<file path="src/rtl/cond_eval.sv">
module cond_eval #(
  parameter int DATA_W = 32,
  parameter int DISP_W = 9,
  parameter int STEP   = 2
) (
  input  logic [3:0]        cond_sel,
  input  logic              flag_z,
  input  logic              flag_s,
  input  logic              flag_ov,
  input  logic              flag_cy,
  input  logic              flag_sat,
  input  logic [DATA_W-1:0] pc,
  input  logic [DISP_W-1:0] disp,
  output logic              taken,
  output logic [DATA_W-1:0] set_val,
  output logic [DATA_W-1:0] disp_ext,
  output logic [DATA_W-1:0] next_pc
);
  localparam int EXT_W = DATA_W - DISP_W;
  localparam logic [3:0] SAT_SEL = 4'd13;

  logic lt, base;

  assign lt = flag_s ^ flag_ov;

  always_comb begin
    case (cond_sel[2:0])
      3'd0:    base = flag_ov;
      3'd1:    base = flag_cy;
      3'd2:    base = flag_z;
      3'd3:    base = flag_cy | flag_z;
      3'd4:    base = flag_s;
      3'd5:    base = 1'b1;
      3'd6:    base = lt;
      default: base = lt | flag_z;
    endcase
  end

  assign taken    = (cond_sel == SAT_SEL) ? flag_sat : (base ^ cond_sel[3]);
  assign set_val  = {{(DATA_W-1){1'b0}}, taken};
  assign disp_ext = {{EXT_W{disp[DISP_W-1]}}, disp};
  assign next_pc  = pc + (taken ? disp_ext : DATA_W'(STEP));
endmodule


</file>
<file path="config.mk">
export PLATFORM = sky130hd
export DESIGN_NAME = cond_eval
export DESIGN_NICKNAME = d
export VERILOG_FILES = /design/src/rtl/cond_eval.sv
export SDC_FILE = /design/constraint.sdc
export NUM_CORES = 1
export LEC_CHECK = 0
export BUFFER_PORTS_ARGS = -buffer_cell sky130_fd_sc_hd__buf_2
export CORE_UTILIZATION = 25
export DETAILED_ROUTE_END_ITERATION = 8
export PLACE_DENSITY = 0.62
export SYNTH_ARGS = -nofsm -noshare
export SYNTH_HDL_FRONTEND = slang
export SYNTH_SLANG_ARGS = --single-unit
export TNS_END_PERCENT = 100
</file>
<file path="constraint.sdc">
create_clock -name vclk -period 3.1
set_clock_uncertainty 0.1 [all_clocks]
set_input_delay 0.155 -clock vclk [all_inputs]
set_output_delay 0.155 -clock vclk [all_outputs]
set_load 0.02 [all_outputs]
</file>
# --- Word-level counts from Yosys, hierarchy flattened ---
# Cells that the tools add are included.
op_classes:
  add_sub_neg: 1
  n_eq_ne: 7
  muxes: 3
  bitwise: 4
  reduce_logical: 1
ops:
  columns: ["op", "count"]
  rows:
  - ["adder 32 bit", 1]
  - ["two-way mux 32 bit", 1]
  - ["== test 3 bit, second input constant", 3]
  - ["one-hot mux 1 bit (7 select lines)", 1]
  - ["== test 3 x 2 -> 1 bit, second input constant", 2]
  - ["== test 4 bit, second input constant", 1]
  - ["== test 3 x 1 -> 1 bit, second input constant", 1]
  - ["zero test 3 bit", 1]
  - ["OR 1 bit", 2]
  - ["XOR 1 bit", 2]
  - ["two-way mux 1 bit", 1]
totals:
  ff_bits: 0
  input_bits: 50
  output_inout_bits: 97
  wordCells: 16

# --- Logic depth before layout (Yosys ltp) ---
# Gate-level depths: netlist of the first run.
logic_depth:
  ltp_word: 7
  mapped_depth: 16
  ltp_nobuf: 15

# --- Least setup slack after synthesis of the first run ---
# Ideal clock, no wire load.
synth_path:
  path_kind: "in2out"
  from: "input flag_cy"
  to: "output next_pc[28]"
  t_arrival_ns: 3.564
  required_ns: 2.845
  path_slack_ns: -0.719
  path_stages: 14
  n_path_buf: 1
  cell_sequence: "a22oi_2 a21oi_2 o31a_2 buf_6 nor2_1 and2_1 ha_1 nor2b_1 o31a_1 o221ai_1 a211oi_2 nor4_2 a41oi_1 xnor2_1"
synth_between:
  elab_chain_cells: 6
synth_rtl:
  columns: ["item", "line_no", "text"]
  rows:
  - ["start: declaration", "10", "input logic flag_cy,"]
  - ["OR 1 bit", "31", "3'd3: base = flag_cy | flag_z;"]
  - ["one-hot mux 1 bit (7 select lines) (*)", "27", "case (cond_sel[2:0])"]
  - ["XOR 1 bit (*)", "39", "assign taken = (cond_sel == SAT_SEL) ? flag_sat : (base ^ cond_sel[3]);"]
  - ["two-way mux 1 bit (*)", "39", null]
  - ["via taken", "14", "output logic taken,"]
  - ["two-way mux 32 bit (*)", "42", "assign next_pc = pc + (taken ? disp_ext : DATA_W'(STEP));"]
  - ["adder 32 bit (*)", "42", null]
  - ["end: declaration", "17", "output logic [DATA_W-1:0] next_pc"]
# Mark *: on every way through the listed nets, which the timed path passes. The rest lies on a longest branch.

# --- Final worst setup path of the first run ---
layout_path:
  from: "input cond_sel[0]"
  to: "output next_pc[29]"
layout_between:
  elab_chain_cells: 6
  elab_cells_between_ends: 13
  classes_between: "add/sub: 1; eq/ne: 7; mux: 3; bitwise: 1; reduce/logical: 1"
layout_rtl:
  columns: ["item", "line_no", "text"]
  rows:
  - ["start: declaration", "6", "input logic [3:0] cond_sel,"]
  - ["== test 3 bit (tied with other cells)", "27", null]
  - ["one-hot mux 1 bit (7 select lines)", "27", null]
  - ["XOR 1 bit", "39", null]
  - ["two-way mux 1 bit (*)", "39", null]
  - ["two-way mux 32 bit (*)", "42", null]
  - ["adder 32 bit (*)", "42", null]
# Mark *: on every way between the ends. The rest lies on a longest branch, timed or not.

==> impl_results.rst, run 1 <==
.. list-table::
   :header-rows: 1

   * - Metric
     - Value
   * - Outcome
     - complete, but fails checks
   * - Failing checks
     - negative setup slack
   * - Portion of total power attributed to sequential cells
     - 0%
   * - Initial DRT Pass Iterations
     - 4
   * - Area occupied by registers
     - 0 µm²
   * - Residual overflow from global routing
     - 0
   * - Fillers
     - approximately 700
   * - Floorplan die width
     - 90.2 µm
   * - Number of top-level pins
     - 147
   * - Worst Hold Endpoint
     - disp_ext[3]
   * - Setup repair after global routing missed its margin
     - true
   * - Die boundary height
     - 90.2 µm
   * - Layout cells sized above 1
     - 67.3%
   * - Worst hold stages
     - 2
   * - Ant diodes
     - 0
   * - HPWL Detailed
     - roughly 4800 µm
   * - Setup crit start kind
     - primary input
   * - Minimum period implied by the final worst setup slack
     - 3.51 ns
   * - First-pass GRT wire length
     - 9820 µm
   * - Antenna violations before repair
     - 0
   * - Comb power frac
     - 100.0%
   * - Worst Tran Pin Value
     - between 0.7 and 0.8 ns
   * - Share of the synthesized area in the top cell type
     - 25.1%
   * - DIE AREA
     - approximately 0.0081 mm²
   * - DRC marker count from the first detailed-route iteration
     - 71
   * - Share of the clock period used by the worst path after layout
     - 113%
   * - Area growth from synthesis to final layout
     - 78.0%
   * - Via count of the first global-routing pass
     - 2130
   * - Slew Viols, Final
     - 0
   * - All-Layer GR Usage
     - 14.0%
   * - Final net count
     - 459
   * - Detailed-route DRC error count
     - 0
   * - Setup violators final
     - 24
   * - Worst hold margin
     - 0.439 ns
   * - Worst slew margin relative to its limit
     - 52.7%
   * - Number of rows in the core area
     - 31
   * - Maximum ir drop on the vdd rail
     - about 0.00008 V
   * - Starting density of the core
     - between 20% and 30%
   * - Final worst slack
     - -0.409 ns
   * - Syn_area_per_cell
     - 7.08 µm²
   * - F_max
     - 0.285 GHz
   * - Sw power
     - 0.000440 W
   * - Power density normalized to cell area
     - 230 mW/mm²
   * - Classification of the worst setup path
     - in -> out
   * - Required time of the critical path
     - 2.84 ns
   * - Internal power
     - 0.000357 W
   * - Startpoint of the lowest-slack hold path
     - disp[3]
   * - Worst Path Max Fanout
     - 5
   * - Final weighted congestion in routability-driven placement
     - 0.835
   * - Post-CTS Hold Buffers
     - 0
   * - Vias post-DR
     - 2354
   * - Total Routed Length
     - ~6400 µm
   * - Yosys cell types
     - 61
   * - Clk network pwr share
     - 0%
   * - Maximum number of pins on one net before global-route repair
     - 25
   * - Vias per Instance
     - about 4.7
   * - Area of the placeable core
     - roughly 0.0074 mm²
   * - Endpoint type of the worst setup path
     - output port
   * - Synthesized instance count
     - 275
   * - Number of sequential cells in the layout
     - 0
   * - Layout clock buffers
     - 0
   * - Routed length per instance
     - around 13 µm
   * - Largest area contributor in the netlist
     - sky130_fd_sc_hd__buf_4
   * - Overall power of the completed layout
     - ~0.00080 W
   * - Crit path DAT
     - 3.25 ns
   * - Sw Ratio
     - between 50% and 60%
   * - Yosys warning total
     - 0
   * - Count of max-cap constraint violations
     - 0
   * - Worst hold-check path type
     - in -> out
   * - Ranking of synthesized cells by area
     - sky130_fd_sc_hd__buf_4 (25%), sky130_fd_sc_hd__xnor2_1 (11%), sky130_fd_sc_hd__ha_1 (5.1%), sky130_fd_sc_hd__nand2_1 (4.0%), sky130_fd_sc_hd__and2_1 (3.2%)
   * - Count of final hold-check violations
     - 0
   * - Synthesized cell area
     - around 0.002 mm²
   * - ANT nets after route
     - 0
   * - Port buffer count
     - 116
   * - LEAKAGE
     - 1.57 nW
   * - Post-synthesis sequential area ratio
     - 0%
==> how the worst max path moves through the flow <==
stage | from | to
2_1_floorplan | cond_sel[1] | next_pc[16]
3_3_place_gp | cond_sel[1] | next_pc[26]
3_5_place_dp | cond_sel[1] | next_pc[28]
4_1_cts | cond_sel[0] | next_pc[14]
5_1_grt | cond_sel[0] | next_pc[14]
6_report | cond_sel[0] | next_pc[29]
==> synth_stat cells, types with 2 or more instances <==
| cell | instances |
|---|---|
| sky130_fd_sc_hd__nor3_1 | 8 |
| sky130_fd_sc_hd__inv_1 | 9 |
| sky130_fd_sc_hd__o31a_1 | 2 |
| sky130_fd_sc_hd__xor2_1 | 7 |
| sky130_fd_sc_hd__nand2_1 | 21 |
| sky130_fd_sc_hd__buf_4 | 65 |
| sky130_fd_sc_hd__xnor2_1 | 25 |
| sky130_fd_sc_hd__buf_6 | 2 |
| sky130_fd_sc_hd__o21ai_0 | 5 |
| sky130_fd_sc_hd__nand4b_1 | 2 |
| sky130_fd_sc_hd__and2_1 | 10 |
| sky130_fd_sc_hd__o31ai_1 | 3 |
| sky130_fd_sc_hd__or3_1 | 5 |
| sky130_fd_sc_hd__clkbuf_1 | 3 |
| sky130_fd_sc_hd__a31oi_1 | 7 |
| sky130_fd_sc_hd__nor4_1 | 10 |
| sky130_fd_sc_hd__nor2_1 | 16 |
| sky130_fd_sc_hd__nand3_1 | 5 |
| sky130_fd_sc_hd__a21oi_1 | 7 |
| sky130_fd_sc_hd__nor4_2 | 2 |
| sky130_fd_sc_hd__nand4_1 | 7 |
| sky130_fd_sc_hd__o21ai_1 | 2 |
| sky130_fd_sc_hd__ha_1 | 8 |
| sky130_fd_sc_hd__nor3_2 | 2 |
| sky130_fd_sc_hd__and3_1 | 2 |
| sky130_fd_sc_hd__o22ai_1 | 3 |
| sky130_fd_sc_hd__o21a_1 | 3 |
==> power by group through the flow <==
stage	Sequential [W]	Clock, W	Combinational, W
after detailed placement	0	0	0.000616
after global placement	0	0	0.000612
after CTS	0	0	0.000735
after floorplan	0	0	0.000440
final	0	0	0.000797
after global routing	0	0	0.000849
==> metal layers <==
metal / up-vias / routed length (µm) / track usage, %
met5: - / 0 / 0
met4: 0 / 102 / 2.15
met3: 8 / 352 / 1.18
met2: 101 / 3300 / 26.6
met1: 1109 / 2620 / 17.2
li1: 1136 / - / -
==> area by class of cell <==
cell class,instances,area (µm²),area share [%]
Multi-Input combinational cell,225,2240,64.6
Timing Repair Buffer,164,1070,30.8
Tap cell,99,124,3.57
Inverter,9,33.8,0.975
==> kinds of logic after synthesis <==
| family | share of synthesized area (%) |
|---|---|
| simple gates | 29.4 |
| buf+inv | 28.8 |
| compound gates | 20.6 |
| xor+xnor | 14.4 |
| fa+ha+maj | 6.17 |
| mux | 0.514 |
| other cells | 0.193 |
==> repair_timing <==
action                                  in CTS  in global routing
gates resized for setup                     97                 36
endpoints found under the setup margin      25                 25
pin swaps                                   45                 30
buffers inserted                             6                  4
==> critical path, stage by stage <==
cell,delay [ns]
sky130_fd_sc_hd__buf_8,0.10
sky130_fd_sc_hd__or3b_4,0.40
sky130_fd_sc_hd__a21oi_4,0.22
sky130_fd_sc_hd__o31a_4,0.20
sky130_fd_sc_hd__nor2_4,0.05
sky130_fd_sc_hd__buf_4,0.15
sky130_fd_sc_hd__and2_1,0.17
sky130_fd_sc_hd__ha_4,0.19
sky130_fd_sc_hd__nor4_4,0.30
sky130_fd_sc_hd__o21ai_2,0.12
sky130_fd_sc_hd__a31oi_4,0.19
sky130_fd_sc_hd__buf_6,0.14
sky130_fd_sc_hd__buf_6,0.11
sky130_fd_sc_hd__nand2_4,0.08
sky130_fd_sc_hd__o31ai_4,0.20
sky130_fd_sc_hd__a32oi_2,0.16
sky130_fd_sc_hd__xnor2_2,0.16
sky130_fd_sc_hd__buf_4,0.15
==> cells in the final DEF (no fill, tap or decap), drive strengths merged, types with 3 or more instances in the layout <==
cell type  instances
a21oi              8
a31oi              7
and2              10
buf              164
conb              31
ha                 8
inv                9
nand2             21
nand3              6
nand4              7
nor2              17
nor3              10
nor4              12
o21a               3
o21ai              8
o22ai              3
o31a               3
o31ai              3
or3                5
xnor2             25
xor2               7
==> stage by stage <==
step | TNS, ns | instances | util [%] | setup slack [ns] | instance area, µm²
3_5_place_dp | -12.31 | 487 | 36.8 | -0.609 | 2730
2_1_floorplan | -5.46 | 305 | - | -0.425 | 2260
4_1_cts | -7.25 | 493 | 43.8 | -0.432 | 3250
6_report | -7.87 | 497 | 46.8 | -0.409 | 3470
3_3_place_gp | -10.76 | 487 | 36.8 | -0.542 | 2730
5_1_grt | -10.83 | 497 | 46.8 | -0.527 | 3470
No activity file was read; power rests on OpenSTA's default activity.
==> run 2: changes to the inputs <==
- CELL_PAD_IN_SITES_DETAIL_PLACEMENT: unset -> 0
- CELL_PAD_IN_SITES_GLOBAL_PLACEMENT: unset -> 2
- CORE_UTILIZATION: 25 -> 18
- PLACE_DENSITY: 0.62 -> 0.85
==> impl_results.rst, run 2 (synthesized netlist as in run 1, its figures left out) <==
.. list-table::
   :header-rows: 1

   * - Metric
     - Value
   * - Outcome
     - complete, but fails checks
   * - Failing checks
     - negative setup slack
   * - Largest delay contributor family on the critical path
     - compound AO/OA/AOI/OAI gates
   * - Power density normalized to cell area
     - 228 mW/mm² (-0.73%)
   * - F_max
     - 0.281 GHz (-1.4%)
   * - Commonest cells after routing, fill and taps aside
     - sky130_fd_sc_hd__buf_2 (90), sky130_fd_sc_hd__buf_4 (65), sky130_fd_sc_hd__conb_1 (31), sky130_fd_sc_hd__nand2_1 (17), sky130_fd_sc_hd__xnor2_2 (14)
   * - Residual overflow from global routing
     - 0 (unchanged)
   * - Worst Tran Pin Value
     - 0.527 ns (-0.180 ns)
   * - Slew Viols, Final
     - 0 (unchanged)
   * - Number of rows in the core area
     - 37 (+19%)
   * - Setup violators final
     - 24 (unchanged)
   * - Count of max-cap constraint violations
     - 0 (unchanged)
   * - Number of sequential cells in the layout
     - 0 (unchanged)
   * - DRC marker count from the first detailed-route iteration
     - 39 (-45%)
   * - Final worst slack
     - -0.459 ns (-0.0505 ns)
   * - LEAKAGE
     - 1.56 nW (-0.35%)
   * - HPWL Detailed
     - 5300 µm (+11%)
   * - Ordered list of cells on the worst path
     - buf_8, or3b_4, a21oi_4, o31a_4, nor2_4, and2_4, ha_4, inv_2, fa_2, nor2b_2, o31a_1, buf_4, o221a_4, nor2_4, nand4_1, o31ai_2, xor2_1, buf_4
   * - All-Layer GR Usage
     - 10.7% (-3.3 points)
   * - Total Routed Length
     - 6650 µm (+4.3%)
   * - Required time of the critical path
     - 2.84 ns (about the same)
   * - Maximum number of pins on one net before global-route repair
     - 26 (+4.0%)
   * - Classification of the worst setup path
     - in -> out
   * - Worst slew margin relative to its limit
     - 64.8% (+12 points)
   * - Maximum ir drop on the vdd rail
     - 0.0000662 V (-19%)
   * - Vias per Instance
     - 4.32 (-8.8%)
   * - Highest cell delay on the worst timing path
     - 0.40 ns (about the same)
   * - Setup repair after global routing missed its margin
     - true
   * - Count of final hold-check violations
     - 0 (unchanged)
   * - Final weighted congestion in routability-driven placement
     - 0.796 (-4.7%)
   * - Post-CTS Hold Buffers
     - 0 (unchanged)
   * - Antenna violations before repair
     - 1 (+1)
   * - Die boundary height
     - 106 µm (+17%)
   * - Area of the placeable core
     - 0.0104 mm² (+41%)
   * - Fillers
     - 1129 (+59%)
   * - Port buffer count
     - 116 (unchanged)
   * - Worst hold-check path type
     - in -> out
   * - DIE AREA
     - 0.0112 mm² (+38%)
   * - Minimum period implied by the final worst setup slack
     - 3.56 ns (+0.0505 ns)
   * - Launching instance or port of the critical path
     - cond_sel[0]
   * - Detailed-route DRC error count
     - 0 (unchanged)
   * - Ant diodes
     - 0 (unchanged)
   * - Startpoint of the lowest-slack hold path
     - disp[2]
   * - Floorplan die width
     - 106 µm (+17%)
   * - Initial DRT Pass Iterations
     - 4 (unchanged)
   * - Layout cells sized above 1
     - 67.0% (-0.34 points)
   * - ANT nets after route
     - 0 (unchanged)
   * - Area growth from synthesis to final layout
     - 78.4%
   * - Overall power of the completed layout
     - 0.000793 W (-0.51%)
   * - Final net count
     - 464 (+1.1%)
   * - Most common cell after layout, fill and taps aside
     - sky130_fd_sc_hd__buf_2
   * - Setup crit start kind
     - primary input
   * - Starting density of the core
     - 18.7% (-7.6 points)
   * - Number of top-level pins
     - 147 (unchanged)
   * - Crit path DAT
     - 3.30 ns (+0.05 ns)
   * - Worst Path Max Fanout
     - 5 (unchanged)
   * - Routed length per instance
     - 12.3 µm (-3.8%)
   * - Area occupied by registers
     - 0 µm² (unchanged)
   * - Via count of the first global-routing pass
     - 2101 (-1.4%)
   * - Vias post-DR
     - 2327 (-1.1%)
   * - Layout clock buffers
     - 0 (unchanged)
   * - Worst path bufs/invs
     - 4 (-1)
   * - Endpoint type of the worst setup path
     - output port
   * - First-pass GRT wire length
     - 10100 µm (+3.2%)
   * - Finished Core Util
     - 33.3% (-13 points)
   * - Share of the clock period used by the worst path after layout
     - 115% (+1.6 points)
   * - Worst-path cell with the longest stage delay
     - sky130_fd_sc_hd__or3b_4
==> run 2: final timing paths <==
path | cells after the start | end
worst min-delay path | 2 | disp_ext[2]
worst max-delay path | 18 | next_pc[16]
==> run 2: final cells by class <==
class	count	area, µm²	share of cell area (%)
tap	136	170	4.90
inverter	9	33.8	0.973
timing repair buffer	169	1100	31.7
multi-input combinational	225	2170	62.5
==> run 2: power breakdown <==
group          leakage [nW]  internal [W]  switching (W)
clock                     0             0              0
sequential                0             0              0
combinational          1.56      0.000358       0.000435
total                  1.56      0.000358       0.000435
==> run 2: stage by stage <==
step | setup WS, ns | std cells | TNS, ns | cell area [µm²] | hold slack [ns]
3_3_place_gp | -0.615 | 527 | -11.74 | 2800 | 0.443
3_5_place_dp | -0.641 | 527 | -12.56 | 2800 | 0.445
4_1_cts | -0.503 | 536 | -9.35 | 3170 | 0.445
6_report | -0.459 | 539 | -8.77 | 3470 | 0.443
2_1_floorplan | -0.425 | 305 | -5.46 | 2260 | 0.297
5_1_grt | -0.584 | 539 | -11.90 | 3470 | 0.452
==> run 2: layer usage <==
layer	global-route usage (%)	wire length, µm	vias up
li1	-	-	1146
met1	13.6	2800	1088
met2	20.2	3400	91
met3	1.47	409	2
met4	0	31	0
met5	0	0	-
==> run 2: timing repair <==
action | CTS | global route
gates resized for setup | 67 | 55
pin swaps | 38 | 23
endpoints found under the setup margin | 25 | 25
setup buffers | 10 | 5
